### src/rtl/vme_slow_pkg.sv
// Package: shared constants for the VME register slave.
// Holds the accepted address modifiers, the word map, the status bit
// positions and the bus handshake state type.
package vme_slow_pkg;
    localparam logic [5:0] AM_USER  = 6'h39;
    localparam logic [5:0] AM_SUPER = 6'h3D;

    localparam logic [7:0] W_STATUS      = 8'h00;
    localparam logic [7:0] W_MONITOR     = 8'h01;
    localparam logic [7:0] W_RESET       = 8'h02;
    localparam logic [7:0] W_LASER_BASE  = 8'h10;
    localparam logic [7:0] W_THRESH_BASE = 8'h20;
    localparam logic [7:0] W_PHASE_BASE  = 8'h30;

    localparam int ST_PHASE = 0;
    localparam int ST_DAC   = 1;
    localparam int ST_ADC   = 2;
    localparam int ST_INTLK = 3;

    localparam logic [15:0] PHASE_MAX = 16'd24;

    typedef enum logic [1:0] {
        S_IDLE = 2'd0,
        S_HOLD = 2'd1,
        S_ACK  = 2'd2
    } bus_state_t;
endpackage

### src/rtl/vme_addr_match.sv
// Module: vme_addr_match
// Decides whether the current bus cycle belongs to this board.
// Assumes: only standard data modifiers are served, and A[23:16] is
// compared against the board-select switch value.
module vme_addr_match
    import vme_slow_pkg::*;
(
    input  logic [5:0] am,
    input  logic [7:0] a_hi,
    input  logic [7:0] board_sel,
    output logic       hit
);
    logic am_ok;

    // Accept the two standard data-access modifiers only.
    always_comb begin
        am_ok = (am == AM_USER) || (am == AM_SUPER);
        hit   = am_ok && (a_hi == board_sel);
    end
endmodule

### src/rtl/slow_op_timer.sv
// Module: slow_op_timer
// Models a slow back-end operation as a down counter of CYC cycles.
// Assumes: a start pulse while busy is ignored; CYC is at least 1.
module slow_op_timer #(
    parameter int CYC = 8
) (
    input  logic clk,
    input  logic rst_n,
    input  logic start,
    output logic busy
);
    localparam int CW = $clog2(CYC + 1);

    logic [CW-1:0] cnt_q;

    // Load on an idle start, then count down to zero.
    always_ff @(posedge clk) begin
        if (!rst_n)                      cnt_q <= '0;
        else if (start && cnt_q == '0)   cnt_q <= CW'(CYC);
        else if (cnt_q != '0)            cnt_q <= cnt_q - 1'b1;
    end

    assign busy = (cnt_q != '0);

    p_start_sets_busy_r5: assert property (@(posedge clk) disable iff (!rst_n)
        (start && !busy) |=> busy);

    p_no_restart_r9: assert property (@(posedge clk) disable iff (!rst_n)
        (busy && start && cnt_q != CW'(1)) |=> busy);
endmodule

### src/rtl/vme_reg_bank.sv
// Module: vme_reg_bank
// Setting registers behind the window: laser and threshold DAC banks,
// clock-phase delays and the reset/control word. It raises start
// pulses for DAC and phase loads.
// Assumes: the caller issues wr_en only when a write is allowed to land.
module vme_reg_bank
    import vme_slow_pkg::*;
#(
    parameter int N_CH = 12,
    parameter int N_PH = 5
) (
    input  logic                clk,
    input  logic                rst_n,
    input  logic                wr_en,
    input  logic [7:0]          wr_word,
    input  logic [15:0]         wr_data,
    input  logic [7:0]          rd_word,
    output logic [15:0]         rd_data,
    output logic [N_CH*8-1:0]   laser_flat,
    output logic [N_CH*8-1:0]   thresh_flat,
    output logic [N_PH*5-1:0]   phase_flat,
    output logic                enc_rst,
    output logic                dac_start,
    output logic                phase_start
);
    logic [7:0]      laser_q  [N_CH];
    logic [7:0]      thresh_q [N_CH];
    logic [4:0]      phase_q  [N_PH];
    logic [1:0]      ctl_q;
    logic            phase_armed_q;
    logic [N_CH-1:0] laser_wr;
    logic [N_CH-1:0] thresh_wr;
    logic [N_PH-1:0] phase_wr;
    logic            phase_ok;

    // Decode which setting, if any, the current write targets.
    always_comb begin
        phase_ok = (wr_data <= PHASE_MAX);
        for (int g = 0; g < N_CH; g++) begin
            laser_wr[g]  = wr_en && (wr_word == W_LASER_BASE + 8'(g));
            thresh_wr[g] = wr_en && (wr_word == W_THRESH_BASE + 8'(g));
        end
        for (int g = 0; g < N_PH; g++)
            phase_wr[g] = wr_en && phase_ok && (wr_word == W_PHASE_BASE + 8'(g));
        dac_start   = (|laser_wr) || (|thresh_wr);
        phase_start = |phase_wr;
    end

    // Reset/control word: bit 0 encoder reset, bit 1 DAC clear.
    always_ff @(posedge clk) begin
        if (!rst_n)                          ctl_q <= '0;
        else if (wr_en && wr_word == W_RESET) ctl_q <= wr_data[1:0];
    end

    // Arms the phase bank once the dummy first write has been seen.
    always_ff @(posedge clk) begin
        if (!rst_n)           phase_armed_q <= 1'b0;
        else if (phase_start) phase_armed_q <= 1'b1;
    end

    genvar g;
    generate
        for (g = 0; g < N_CH; g++) begin : g_dac
            // One laser and one threshold channel; the clear bit wins.
            always_ff @(posedge clk) begin
                if (!rst_n || ctl_q[1]) begin
                    laser_q[g]  <= '0;
                    thresh_q[g] <= '0;
                end else begin
                    if (laser_wr[g])  laser_q[g]  <= wr_data[7:0];
                    if (thresh_wr[g]) thresh_q[g] <= wr_data[7:0];
                end
            end
            assign laser_flat[g*8 +: 8]  = laser_q[g];
            assign thresh_flat[g*8 +: 8] = thresh_q[g];
        end

        for (g = 0; g < N_PH; g++) begin : g_phase
            // One phase delay; stores only after the bank is armed.
            always_ff @(posedge clk) begin
                if (!rst_n)                             phase_q[g] <= '0;
                else if (phase_wr[g] && phase_armed_q)  phase_q[g] <= wr_data[4:0];
            end
            assign phase_flat[g*5 +: 5] = phase_q[g];

            p_phase_range_r6: assert property (@(posedge clk) disable iff (!rst_n)
                phase_q[g] <= 5'd24);
        end
    endgenerate

    assign enc_rst = ctl_q[0];

    // Read-back mux for the setting words; anything else reads zero.
    always_comb begin
        rd_data = '0;
        if (rd_word == W_RESET) rd_data = {14'b0, ctl_q};
        for (int i = 0; i < N_CH; i++) begin
            if (rd_word == W_LASER_BASE + 8'(i))  rd_data = {8'h00, laser_q[i]};
            if (rd_word == W_THRESH_BASE + 8'(i)) rd_data = {8'h00, thresh_q[i]};
        end
        for (int i = 0; i < N_PH; i++)
            if (rd_word == W_PHASE_BASE + 8'(i)) rd_data = {11'b0, phase_q[i]};
    end

    p_dac_clear_r10: assert property (@(posedge clk) disable iff (!rst_n)
        ctl_q[1] |=> (laser_flat == '0 && thresh_flat == '0));

    p_dummy_phase_r7: assert property (@(posedge clk) disable iff (!rst_n)
        (phase_start && !phase_armed_q) |=> $stable(phase_flat));
endmodule

### src/rtl/vme_slow_slave.sv
// Module: vme_slow_slave (top)
// A24/D16 VME slave with a 256-word window. Reads are acknowledged at
// once. A write that arrives during a DAC or phase load is held, with
// DTACK withheld, until the load ends. Also holds the status word and
// the power-monitor converter model.
// Assumes: bus inputs are synchronous to clk; single transfers only.
module vme_slow_slave
    import vme_slow_pkg::*;
#(
    parameter int N_CH    = 12,
    parameter int N_PH    = 5,
    parameter int DAC_CYC = 800,
    parameter int PH_CYC  = 8000,
    parameter int ADC_CYC = 60,
    parameter int MON_W   = 12
) (
    input  logic                clk,
    input  logic                rst_n,
    input  logic [7:0]          board_sel,
    input  logic [5:0]          am,
    input  logic [7:0]          a_hi,
    input  logic [7:0]          a_word,
    input  logic                as_n,
    input  logic                ds_n,
    input  logic                write_n,
    input  logic [15:0]         wdata,
    output logic [15:0]         rdata,
    output logic                rdata_oe,
    output logic                dtack_n,
    output logic                berr_n,
    input  logic                interlock,
    input  logic [MON_W-1:0]    mon_level,
    output logic [N_CH*8-1:0]   laser_dac,
    output logic [N_CH*8-1:0]   thresh_dac,
    output logic [N_PH*5-1:0]   phase_dly,
    output logic                enc_rst
);
    localparam int PAD_W = 16 - MON_W;

    bus_state_t       state_q, state_d;
    logic             hit, strobe, hold;
    logic             do_read, do_write;
    logic             is_read_q;
    logic [15:0]      rdata_q, rd_mux, bank_rd;
    logic             dac_start, phase_start, adc_start;
    logic             dac_busy, ph_busy, adc_busy, adc_was_q;
    logic [MON_W-1:0] mon_q;

    vme_addr_match u_match (
        .am        (am),
        .a_hi      (a_hi),
        .board_sel (board_sel),
        .hit       (hit)
    );

    vme_reg_bank #(.N_CH(N_CH), .N_PH(N_PH)) u_bank (
        .clk         (clk),
        .rst_n       (rst_n),
        .wr_en       (do_write),
        .wr_word     (a_word),
        .wr_data     (wdata),
        .rd_word     (a_word),
        .rd_data     (bank_rd),
        .laser_flat  (laser_dac),
        .thresh_flat (thresh_dac),
        .phase_flat  (phase_dly),
        .enc_rst     (enc_rst),
        .dac_start   (dac_start),
        .phase_start (phase_start)
    );

    slow_op_timer #(.CYC(DAC_CYC)) u_dac_tmr (
        .clk(clk), .rst_n(rst_n), .start(dac_start), .busy(dac_busy));
    slow_op_timer #(.CYC(PH_CYC)) u_ph_tmr (
        .clk(clk), .rst_n(rst_n), .start(phase_start), .busy(ph_busy));
    slow_op_timer #(.CYC(ADC_CYC)) u_adc_tmr (
        .clk(clk), .rst_n(rst_n), .start(adc_start), .busy(adc_busy));

    assign strobe    = !as_n && !ds_n;
    assign hold      = dac_busy || ph_busy;
    assign adc_start = do_read && (a_word == W_MONITOR);

    // Handshake decisions: read now, write now, or hold the write.
    always_comb begin
        state_d  = state_q;
        do_read  = 1'b0;
        do_write = 1'b0;
        case (state_q)
            S_IDLE: if (strobe && hit) begin
                if (write_n) begin
                    do_read = 1'b1;
                    state_d = S_ACK;
                end else if (hold) begin
                    state_d = S_HOLD;
                end else begin
                    do_write = 1'b1;
                    state_d  = S_ACK;
                end
            end
            S_HOLD: if (!strobe) begin
                state_d = S_IDLE;
            end else if (!hold) begin
                do_write = 1'b1;
                state_d  = S_ACK;
            end
            S_ACK: if (ds_n) state_d = S_IDLE;
            default: state_d = S_IDLE;
        endcase
    end

    // Handshake state register.
    always_ff @(posedge clk) begin
        if (!rst_n) state_q <= S_IDLE;
        else        state_q <= state_d;
    end

    // Read source selection: status, monitor result or setting bank.
    always_comb begin
        case (a_word)
            W_STATUS:  rd_mux = {12'b0, interlock, adc_busy, dac_busy, ph_busy};
            W_MONITOR: rd_mux = {{PAD_W{1'b0}}, mon_q};
            default:   rd_mux = bank_rd;
        endcase
    end

    // Capture read data and the transfer direction at commit.
    always_ff @(posedge clk) begin
        if (!rst_n) begin
            rdata_q   <= '0;
            is_read_q <= 1'b0;
        end else if (do_read) begin
            rdata_q   <= rd_mux;
            is_read_q <= 1'b1;
        end else if (do_write) begin
            is_read_q <= 1'b0;
        end
    end

    // Converter model: latch the level when a conversion finishes.
    always_ff @(posedge clk) begin
        if (!rst_n) begin
            adc_was_q <= 1'b0;
            mon_q     <= '0;
        end else begin
            adc_was_q <= adc_busy;
            if (adc_was_q && !adc_busy) mon_q <= mon_level;
        end
    end

    assign dtack_n  = (state_q != S_ACK);
    assign rdata_oe = (state_q == S_ACK) && is_read_q;
    assign rdata    = rdata_oe ? rdata_q : 16'h0000;
    assign berr_n   = 1'b1;

    p_read_prompt_r3: assert property (@(posedge clk) disable iff (!rst_n)
        (state_q == S_IDLE && strobe && hit && write_n) |=> !dtack_n);

    p_miss_silent_r1: assert property (@(posedge clk) disable iff (!rst_n)
        (state_q == S_IDLE && !hit) |=> dtack_n);

    p_hold_write_r8: assert property (@(posedge clk) disable iff (!rst_n)
        (state_q != S_ACK && strobe && !write_n && hold) |=> dtack_n);

    p_release_r4: assert property (@(posedge clk) disable iff (!rst_n)
        (!dtack_n && ds_n) |=> dtack_n);

    p_ack_held_r4: assert property (@(posedge clk) disable iff (!rst_n)
        (!dtack_n && !ds_n) |=> !dtack_n);
endmodule

### config.mk
export PLATFORM = sky130hd
export DESIGN_NAME = vme_slow_slave
export DESIGN_NICKNAME = d
export VERILOG_FILES = /design/src/rtl/vme_slow_pkg.sv /design/src/rtl/vme_addr_match.sv /design/src/rtl/slow_op_timer.sv /design/src/rtl/vme_reg_bank.sv /design/src/rtl/vme_slow_slave.sv
export SDC_FILE = /design/constraint.sdc
export NUM_CORES = 1
export LEC_CHECK = 0
export BUFFER_PORTS_ARGS = -buffer_cell sky130_fd_sc_hd__buf_2
export CAP_MARGIN = 0
export CORE_MARGIN = 10
export CORE_UTILIZATION = 40
export CTS_CLUSTER_SIZE = 12
export DETAILED_ROUTE_END_ITERATION = 8
export MAX_ROUTING_LAYER = met4
export PLACE_DENSITY = 0.67
export SLEW_MARGIN = 30
export SYNTH_ARGS = -nofsm -noshare
export SYNTH_HDL_FRONTEND = slang
export SYNTH_SLANG_ARGS = --single-unit
export TNS_END_PERCENT = 1
### constraint.sdc
create_clock -name clk -period 3.59 [get_ports clk]
set_clock_uncertainty 0.1 [all_clocks]
set_input_delay 0.359 -clock clk [delete_from_list [all_inputs] [get_ports clk]]
set_output_delay 0.359 -clock clk [all_outputs]
set_load 0.02 [all_outputs]
==> impl_metrics.tcl <==
set metrics [dict create \
    synth_area_leaders "edfxtp_1, dfxtp_1, nor3_2, and2_1, nor2_1" \
    synth.most_common_cell "edfxtp_1" \
    fill_cells 3141 \
    num_rows 68 \
    crit_type "flip-flop to flip-flop" \
    hold_class "input pin to flip-flop" \
    switching_share_pct 28.4 \
    num_vias 12900 \
    die_area_mm2 0.0434 \
    yosysTopAreaCellShare_pct 45.9 \
    wl_per_cell_um 26.1 \
    io-pin-count 301 \
    drive_above_1_share_pct 34.3 \
    p_sw_w 0.00244 \
    drtPass1Iterations 5 \
    layout_min_cycle_time_ns 3.03 \
    cts_tree "built" \
    synthArstFlopShare_pct 0 \
    slew-limit-headroom_pct 43.9 \
    grt_usage_pct 25.2 \
    synth.cell_area_mm2 0.0142 \
    drcViolationCount 0 \
    startpoint "state_q[0]$_SDFFE_PN0P_" \
    nets 1740 \
    post-route-period-util_pct 84.5 \
    grt_max_degree 59 \
    clock_path_buffers 3 \
    placed_cells 2083 \
    reg2reg_depth 8 \
    timing.fmax_ghz 0.330 \
    grt_pass1_wl_um 81800 \
    wirelength_um 56100 \
    final_cell_count_no_fill 2152 \
    cp_max_fo 58 \
    holdWs_ns 0.0163 \
    antenna_found_initial 2 \
    maxCapViolations 0 \
    cp-start-kind "flip-flop" \
    grt_pass1_vias 12500 \
    gr-total-overflow 0 \
    worstHoldStart "ds_n" \
    dieWidth_um 208 \
    cts_inserted_buffers 31 \
    htree_num_levels 1 \
    regToRegSetupSlack_ns 0.56 \
    cp-end-kind "flip-flop" \
    fin_tns_setup_ns 0 \
    avgSynthCellArea_um2 10.8 \
    r2r_end "u_bank.thresh_q[1][23]$_SDFFCE_PN0P_" \
    finalHoldViolations 0 \
    seqPwrFrac_pct 45.4 \
    ir_drop_v 0.000375 \
    rsz0062_at_grt "no" \
    p_leak_nw 6.70 \
    synthToLayoutAreaGrowth_pct 25.9 \
    yosysSeqAreaShare_pct 54.4 \
    ys_types 74 \
    ys_top_cells_by_count "edfxtp_1, nor2_1, and2_1, nor3_2, nand2_1" \
    ys.flop_type "edfxtp_1" \
    holdPathStages 3 \
    core_area_mm2 0.0348 \
    crit_arrival_ns 3.37 \
    holdPathEnd "state_q[1]$_SDFFE_PN0P_" \
    fin_area_mm2 0.0179 \
    r2r-start "state_q[0]$_SDFFE_PN0P_" \
    start_util_pct 40.8 \
    cts_resized 0 \
    drv_slew 0 \
    final-setup-viol-count 0 \
    dr.first_iter.drc_count 1726 \
    die_h_um 208 \
    synth_top_cell_by_area "edfxtp_1" \
    placed_area_mm2 0.0167 \
    critPathRequiredTime_ns 3.92 \
    synth_edf_count 217 \
    clkTransAtPathRegs_ns 0.06 \
    dp_hpwl_um 42600 \
    cts.sinks 277 \
    clk-insertion-delay-late_ns 0.57 \
    total_power_w 0.00857 \
    place.gp.congestion 0.956 \
    p_int_w 0.00613 \
    synthCells 1317 \
    pwr-share-clk_pct 37.6 \
    status "finished clean" \
    worst_pin_slew_ns 0.836 \
    port_buffers 294 \
    drtAntennaViolNets 0 \
    yosysWarnings 0 \
    ys_ff_latch 277 \
    via_per_inst 5.99 \
    p_per_area_mw_per_mm2 480 \
    combPwrFrac_pct 17.0 \
    cts_root_buf "clkbuf_16" \
]
worst max-delay path, stage by stage, from the launching register on:
cell	delay [ns]
dfxtp_1	0.32
nor4b_1	0.43
nand2_1	0.18
nor4_1	0.45
o2111ai_2	0.26
or3_4	0.52
buf_12	0.25
nor2_1	0.20
and2_1	0.14
worst max-delay path by stage:
stage                                                 endpoint  slack (ns)  cells after the start
after floorplan             u_bank.laser_q[0][0]$_SDFFCE_PN0P_        0.46                      7
after global placement                 rdata_q[1]$_SDFFE_PN0P_        0.32                     10
after detailed placement               rdata_q[7]$_SDFFE_PN0P_        0.34                     10
after CTS                       u_ph_tmr.cnt_q[6]$_SDFFE_PN0P_        0.57                      8
after global routing            u_ph_tmr.cnt_q[6]$_SDFFE_PN0P_        0.28                      8
final                     u_bank.thresh_q[1][23]$_SDFFCE_PN0P_        0.56                      8
state kept, by name, summed over array words and instances (netlist names):
| name | cells |
|---|---|
| mon_q | 12 |
| u_ph_tmr.cnt_q | 13 |
| state_q | 2 |
| u_bank.phase_q | 25 |
| u_bank.ctl_q | 2 |
| u_bank.phase_armed_q | 1 |
| u_bank.laser_q | 96 |
| is_read_q | 1 |
| u_bank.thresh_q | 96 |
| rdata_q | 12 |
| u_adc_tmr.cnt_q | 6 |
| u_dac_tmr.cnt_q | 10 |
| adc_was_q | 1 |
routing by layer:
layer / global-route usage [%] / share of wire, % / vias to the layer above
met5: - / 0 / -
met4: 7.72 / 3.3 / 0
met3: 7.10 / 13 / 113
met2: 38.2 / 45 / 924
met1: 32.0 / 39 / 6176
li1: - / - / 5670
cells by family (layout without fill, tap and decap cells):
kind of cell	count (synthesis)	after routing	share of synthesized area (%)
xor+xnor	17	17	1.05
mux	10	10	0.723
fa+ha+maj	3	3	0.265
flops	277	277	54.4
other cells	2	7	0.0529
buf+inv	128	503	4.38
simple gates	601	601	25.9
compound gates	279	279	13.2
power groups by stage:
stage	clock network [W]	logic [W]	registers, W
after floorplan	0	0.000845	0.00399
after detailed placement	0	0.00143	0.00395
final	0.00322	0.00145	0.00389
after global placement	0	0.00139	0.00394
after global routing	0.00335	0.00160	0.00392
after CTS	0.00324	0.00145	0.00388
repair_timing:
| item | CTS | global route |
|---|---|---|
| buffers inserted | 0 | 0 |
| setup endpoints to repair | 0 | 0 |
| endpoints found under the hold margin | 12 | 0 |
| hold buffers | 12 | 0 |
placed cells by master (no fill, tap or decap), types with 29 or more instances in the layout:
master       n
buf_2      294
edfxtp_1   217
buf_4      115
nor2_1     111
and2_1     104
nor3_2     101
nand2_1     97
a21oi_1     65
dfxtp_1     60
o21ai_0     56
nand3_1     42
clkbuf_16   36
nor4_1      33
nor3_1      29
area by class of cell:
type | count | area (um2) | area share [%]
sequential | 277 | 7720 | 43.2
multi-input combinational | 915 | 5900 | 33.1
timing repair buffer | 425 | 2530 | 14.2
clock buffer | 46 | 971 | 5.44
tap | 455 | 569 | 3.19
inverter | 23 | 86.3 | 0.484
clock inverter | 9 | 66.3 | 0.371
antenna | 2 | 5.00 | 0.0280
per-stage QoR:
step | setup WS (ns) | util (%)
2_1_floorplan | 0.461 | -
3_3_place_gp | 0.319 | 48.0
3_5_place_dp | 0.342 | 48.0
4_1_cts | 0.573 | 51.3
5_1_grt | 0.283 | 51.3
6_report | 0.557 | 51.3
Power figures use the tool's default switching activity.
